## src/rtl/srr_pkg.sv

```systemverilog
package srr_pkg;
  typedef enum logic [1:0] {
    W_IDLE = 2'd0,
    W_LOOK = 2'd1,
    W_HOLD = 2'd2,
    W_QUAL = 2'd3
  } win_state_t;
endpackage

```

## src/rtl/srr_window.sv

```systemverilog
module srr_window
  import srr_pkg::*;
#(
  parameter int LOOKUP_LAT = 1
) (
  input  logic clk,
  input  logic rst_n,
  input  logic xfer_start_i,
  input  logic addr_ack_i,
  input  logic hit_dirty_i,
  input  logic snoop_stall_i,
  input  logic push_busy_i,
  output logic retry_o,
  output logic cb_req_o
);
  localparam int LAT_W = (LOOKUP_LAT < 2) ? 1 : $clog2(LOOKUP_LAT);

  win_state_t       st;
  logic [LAT_W-1:0] lat_cnt;
  logic             ack_seen;
  logic             retry_q;
  logic             dirty_q;
  logic             ack_now;

  assign ack_now = ack_seen | addr_ack_i;

  always_ff @(posedge clk) begin
    if (!rst_n) begin
      st       <= W_IDLE;
      lat_cnt  <= '0;
      ack_seen <= 1'b0;
      retry_q  <= 1'b0;
      dirty_q  <= 1'b0;
    end else begin
      case (st)
        W_IDLE: begin
          if (xfer_start_i && !push_busy_i) begin
            st       <= W_LOOK;
            lat_cnt  <= LAT_W'(LOOKUP_LAT - 1);
            ack_seen <= 1'b0;
          end
        end
        W_LOOK: begin
          if (lat_cnt != '0) begin
            lat_cnt <= lat_cnt - 1'b1;
            if (addr_ack_i) ack_seen <= 1'b1;
          end else if (hit_dirty_i || snoop_stall_i) begin
            retry_q <= 1'b1;
            dirty_q <= hit_dirty_i;
            st      <= ack_now ? W_QUAL : W_HOLD;
          end else begin
            dirty_q <= 1'b0;
            st      <= ack_now ? W_IDLE : W_HOLD;
          end
        end
        W_HOLD: begin
          if (addr_ack_i) st <= retry_q ? W_QUAL : W_IDLE;
        end
        W_QUAL: begin
          retry_q <= 1'b0;
          dirty_q <= 1'b0;
          st      <= W_IDLE;
        end
        default: st <= W_IDLE;
      endcase
    end
  end

  assign retry_o  = retry_q;
  assign cb_req_o = (st == W_QUAL) && dirty_q;
endmodule

```

## src/rtl/srr_push.sv

```systemverilog
module srr_push #(
  parameter int PREP_CYCLES = 2
) (
  input  logic clk,
  input  logic rst_n,
  input  logic cb_req_i,
  input  logic grant_i,
  output logic req_o,
  output logic start_o,
  output logic busy_o
);
  localparam int PW = (PREP_CYCLES < 2) ? 1 : $clog2(PREP_CYCLES + 1);

  logic          req_q;
  logic          start_q;
  logic [PW-1:0] prep_cnt;

  always_ff @(posedge clk) begin
    if (!rst_n) begin
      req_q    <= 1'b0;
      start_q  <= 1'b0;
      prep_cnt <= '0;
    end else begin
      start_q <= 1'b0;
      if (cb_req_i) begin
        req_q    <= 1'b1;
        prep_cnt <= PW'(PREP_CYCLES);
      end else if (req_q) begin
        if (prep_cnt != '0) begin
          prep_cnt <= prep_cnt - 1'b1;
        end else if (grant_i) begin
          req_q   <= 1'b0;
          start_q <= 1'b1;
        end
      end
    end
  end

  assign req_o   = req_q;
  assign start_o = start_q;
  assign busy_o  = req_q;
endmodule

```

## src/rtl/snoop_retry_gen.sv

```systemverilog
module snoop_retry_gen #(
  parameter int LOOKUP_LAT  = 1,
  parameter int PREP_CYCLES = 2
) (
  input  logic clk,
  input  logic rst_n,
  input  logic xfer_start_i,
  input  logic addr_ack_i,
  input  logic hit_dirty_i,
  input  logic snoop_stall_i,
  input  logic grant_i,
  output logic retry_o,
  output logic req_o,
  output logic own_start_o,
  output logic push_start_o
);
  logic cb_req;
  logic push_busy;
  logic start_pulse;

  srr_window #(.LOOKUP_LAT(LOOKUP_LAT)) u_window (
    .clk          (clk),
    .rst_n        (rst_n),
    .xfer_start_i (xfer_start_i),
    .addr_ack_i   (addr_ack_i),
    .hit_dirty_i  (hit_dirty_i),
    .snoop_stall_i(snoop_stall_i),
    .push_busy_i  (push_busy),
    .retry_o      (retry_o),
    .cb_req_o     (cb_req)
  );

  srr_push #(.PREP_CYCLES(PREP_CYCLES)) u_push (
    .clk     (clk),
    .rst_n   (rst_n),
    .cb_req_i(cb_req),
    .grant_i (grant_i),
    .req_o   (req_o),
    .start_o (start_pulse),
    .busy_o  (push_busy)
  );

  assign own_start_o  = start_pulse;
  assign push_start_o = start_pulse;
endmodule

```

## config.mk

```make
export PLATFORM = sky130hd
export DESIGN_NAME = snoop_retry_gen
export DESIGN_NICKNAME = d
export VERILOG_FILES = /design/src/rtl/srr_pkg.sv /design/src/rtl/srr_window.sv /design/src/rtl/srr_push.sv /design/src/rtl/snoop_retry_gen.sv
export SDC_FILE = /design/constraint.sdc
export NUM_CORES = 1
export LEC_CHECK = 0
export BUFFER_PORTS_ARGS = -buffer_cell sky130_fd_sc_hd__buf_2
export CORE_AREA = 2 2 39 41
export CTS_BUF_LIST = sky130_fd_sc_hd__clkbuf_16
export CTS_CLUSTER_DIAMETER = 80
export DETAILED_ROUTE_END_ITERATION = 8
export DIE_AREA = 0 0 41 43
export GPL_ROUTABILITY_DRIVEN = 0
export GPL_TIMING_DRIVEN = 0
export SYNTH_ARGS = -nofsm -noshare
export SYNTH_HDL_FRONTEND = slang
export SYNTH_HIERARCHICAL = 1
export SYNTH_SLANG_ARGS = --single-unit
```

## constraint.sdc

```tcl
create_clock -name clk -period 0.9 [get_ports clk]
set_input_delay 0.045 -clock clk [delete_from_list [all_inputs] [get_ports clk]]
set_output_delay 0.045 -clock clk [all_outputs]
set_load 0.01 [all_outputs]
```

==> results.md <==
- Crit Path Max Fanout: 5
- Synth area leaders: dfxtp_1, nand2b_4, a21oi_1, o21ai_0, buf_4
- Worst Max-Slew Pin Slew: roughly 0.21 ns
- Most used DFF post-synth: dfxtp_1
- IO buf count: 10
- EDFF count, synth: 0
- Die Y: 43 microns
- CP max stage delay: around 0.33 ns
- Clock slew at reported path FFs: ~0.040 ns
- Io pins: 11
- Yosys cell types: 25
- Hpwl dp: 583 microns
- PD cells: 2080 nW/um^2
- Yosys warns: 6
- RSZ-0062 raised after global routing: yes
- FMAX: about 1100 MHz
- P_leak: 0.283 nW
- Crit-path cells: buf_6 > and2b_2 > a21oi_2 > nor2b_1
- Non-Filler Instances: 80
- Violations in the final reports: negative setup slack
- Internal: roughly 1.1 mW
- Largest net degree at the start of global routing: 10
- Peak supply drop: 1.33 mV
- TritonCTS clock tree: yes
- Hold Crit Class: primary input to flop
- Startpoint types: flop
- Most instantiated library cell after synthesis: dfxtp_1
- Clock Tree Root: clkbuf_16
- First-pass GRT wire length: 1.30 mm
- Clk sinks: 9
- Via count: 378
- Crit Path Class: flop to flop
- Worst-Skew Late Latency: about 0.24 ns
- Initial antenna violation count: 0
- Layout cell share with drive strength beyond 1: about three fifths
- Sw Ratio: 21.5%
- Core area: ~1400 sq um
- Initial DRC Count: 2
- Syn Area/Cell: between 9 and 10 sq um
- CP Capture Type: flop
- WL/cell: approximately 11 microns
- Worst slew margin: 86.0%
- Syn_nets: 55
- Final setup skew: about 0.0038 ns
- Max-Cap Viols: 0
- Post-route ant nets: 0
- Slew Viols, Final: 0
- Remaining DRCs: 0
- Status: finished with violations
- Clock H-tree levels: 1
- Crit-path slowest cell: dfxtp_2
- Flop pwr share: 31.1%
- Hold Buf Count CTS: 0
- Top-area cell type share of the netlist area: 39.7%
- Area of the mapped netlist: 454 sq um
- Initial core utilization: approximately 33%
- Fin crit share: 106%
- TritonRoute pass-1 iters: 2
- Minimum clock period: between 0.9 and 1 ns
- GRT Residual Overflow: 0
- Number of global-route vias before repair: around 340
- Num CTS Buffers: 3
- Register bit total from synthesis: 9
- GRT Overall Usage: 12.2%
- WP data arrival: between 1 and 1.5 ns
- NumNets Final: 72
- Clock power frac: between 50% and 60%
- CP required: approximately 1.0 ns
- Core Util, Final: between 40 and 50%
- Final setup viols: 6
- Sw power: 0.297 mW
- Syn Inst Count: 48
- Combinational group share of total power: around an eighth
- Post-synth ARST share: 0%
- Via density: around 4.7
- Placed instance count: 74
- Area leader, netlist: dfxtp_1
- Final number of hold-violating endpoints: 0
- WHS: 0.0759 ns
- Bufs on Longest Clock Path: 2
- Final wirelength: between 800 and 900 microns
- Cell Rows: 14
- Top cells by count, synth: dfxtp_1, a21oi_1, nand2b_4, nor2_1, o21ai_0
- Final worst slack: -0.0520 ns
- Die W: 41 microns
- Antenna diode count: 0
- Layout area overhead: 46.6%
- Seq/Total Area, Yosys: ~40%
- Die area: 1760 sq um
- Place WS: -0.0619 ns
area by class of cell:
cell class | instances | area, sq um
multi-input cells | 33 | 268
fillers | 144 | 718
repair buffers | 12 | 68.8
inverters | 2 | 7.51
plain buffers | 4 | 37.5
clock inverters | 1 | 3.75
clock buffers | 3 | 75.1
well taps | 16 | 20.0
flip-flops and latches | 9 | 185
cell usage in the layout, fill, tap and decap left out, types with 2 or more instances in the layout:
master | Yosys | final
buf_2 | 1 | 10
dfxtp_1 | 9 | 7
nand2b_4 | 3 | 4
buf_4 | 2 | 3
clkbuf_16 | 0 | 3
buf_6 | 1 | 3
nor2_1 | 3 | 3
a21oi_2 | 1 | 3
a21oi_1 | 5 | 3
inv_1 | 1 | 2
nor3_2 | 1 | 2
nor2b_1 | 2 | 2
nand2_1 | 2 | 2
worst max-delay path: cells and delay by family, from the launching register on:
kind,cells,cell delay [ns]
buffers and inverters,1,0.11
flip-flops,1,0.33
AND/OR/NAND/NOR,2,0.28
AO/OA/AOI/OAI,1,0.12
logic make-up (layout without fill, tap and decap cells):
family                 count (synthesis)  in the layout  synth area share [%]
and+or+nand+nor                       19             19                  30.3
AOI/OAI and AO/OA                     14             14                  21.5
DFF                                    9              9                  39.7
buffers and inverters                  6             22                  8.54
worst paths after layout:
path | startpoint | endpoint | slack [ns] | cells past startpoint
worst max-delay path | u_window/st[1]$_SDFFE_PN0P_ | u_window/dirty_q$_SDFFE_PN0P_ | -0.05 | 4
worst min-delay path | grant_i | u_push/start_o$_SDFF_PP0_ | 0.08 | 3
worst max register to register | u_window/st[1]$_SDFFE_PN0P_ | u_window/dirty_q$_SDFFE_PN0P_ | -0.05 | 4
worst min register to register | u_window/ack_seen$_SDFFE_PN0P_ | u_window/ack_seen$_SDFFE_PN0P_ | 0.45 | 1
power by group through the flow:
| stage | logic [mW] | registers, mW | clock network (mW) |
|---|---|---|---|
| 2_1_floorplan | 0.110 | 0.438 | 0 |
| 4_1_cts | 0.166 | 0.430 | 0.803 |
| 5_1_grt | 0.192 | 0.432 | 0.822 |
| 3_3_place_gp | 0.156 | 0.435 | 0 |
| 6_report | 0.175 | 0.429 | 0.778 |
| 3_5_place_dp | 0.157 | 0.437 | 0 |
metrics by stage:
step                      setup TNS (ns)  cell area (sq um)  power (mW)
after floorplan                  -0.0117                473       0.548
after global placement            -0.236                543       0.591
after detailed placement          -0.257                543       0.594
after CTS                         -0.242                643        1.40
after global routing              -0.461                666        1.45
final                             -0.193                666        1.38
layer usage:
| layer | wire [microns] | part of all wire, % | GRT usage (%) | vias up |
|---|---|---|---|---|
| li1 | - | - | - | 196 |
| met1 | 378 | 43 | 12.0 | 172 |
| met2 | 432 | 49 | 16.9 | 8 |
| met3 | 65 | 7.3 | 7.85 | 2 |
| met4 | 11 | 1.2 | 10.0 | 0 |
| met5 | 0 | 0 | 0 | - |
sequential cells by signal, indices dropped and copies added, names as in the netlist:
name and flops:
u_push/busy_o 1, u_window/dirty_q 1, u_push/start_o 1, u_window/retry_o 1
u_window/st 2, u_window/ack_seen 1, u_push/prep_cnt 2
what timing repair did:
item / in CTS / in global routing
buffers inserted: 0 / 1
gates cloned: 1 / 0
setup endpoints to repair: 7 / 9
gates resized for setup: 5 / 5
pin swaps: 2 / 2
No activity file was read; power rests on OpenSTA's default activity.
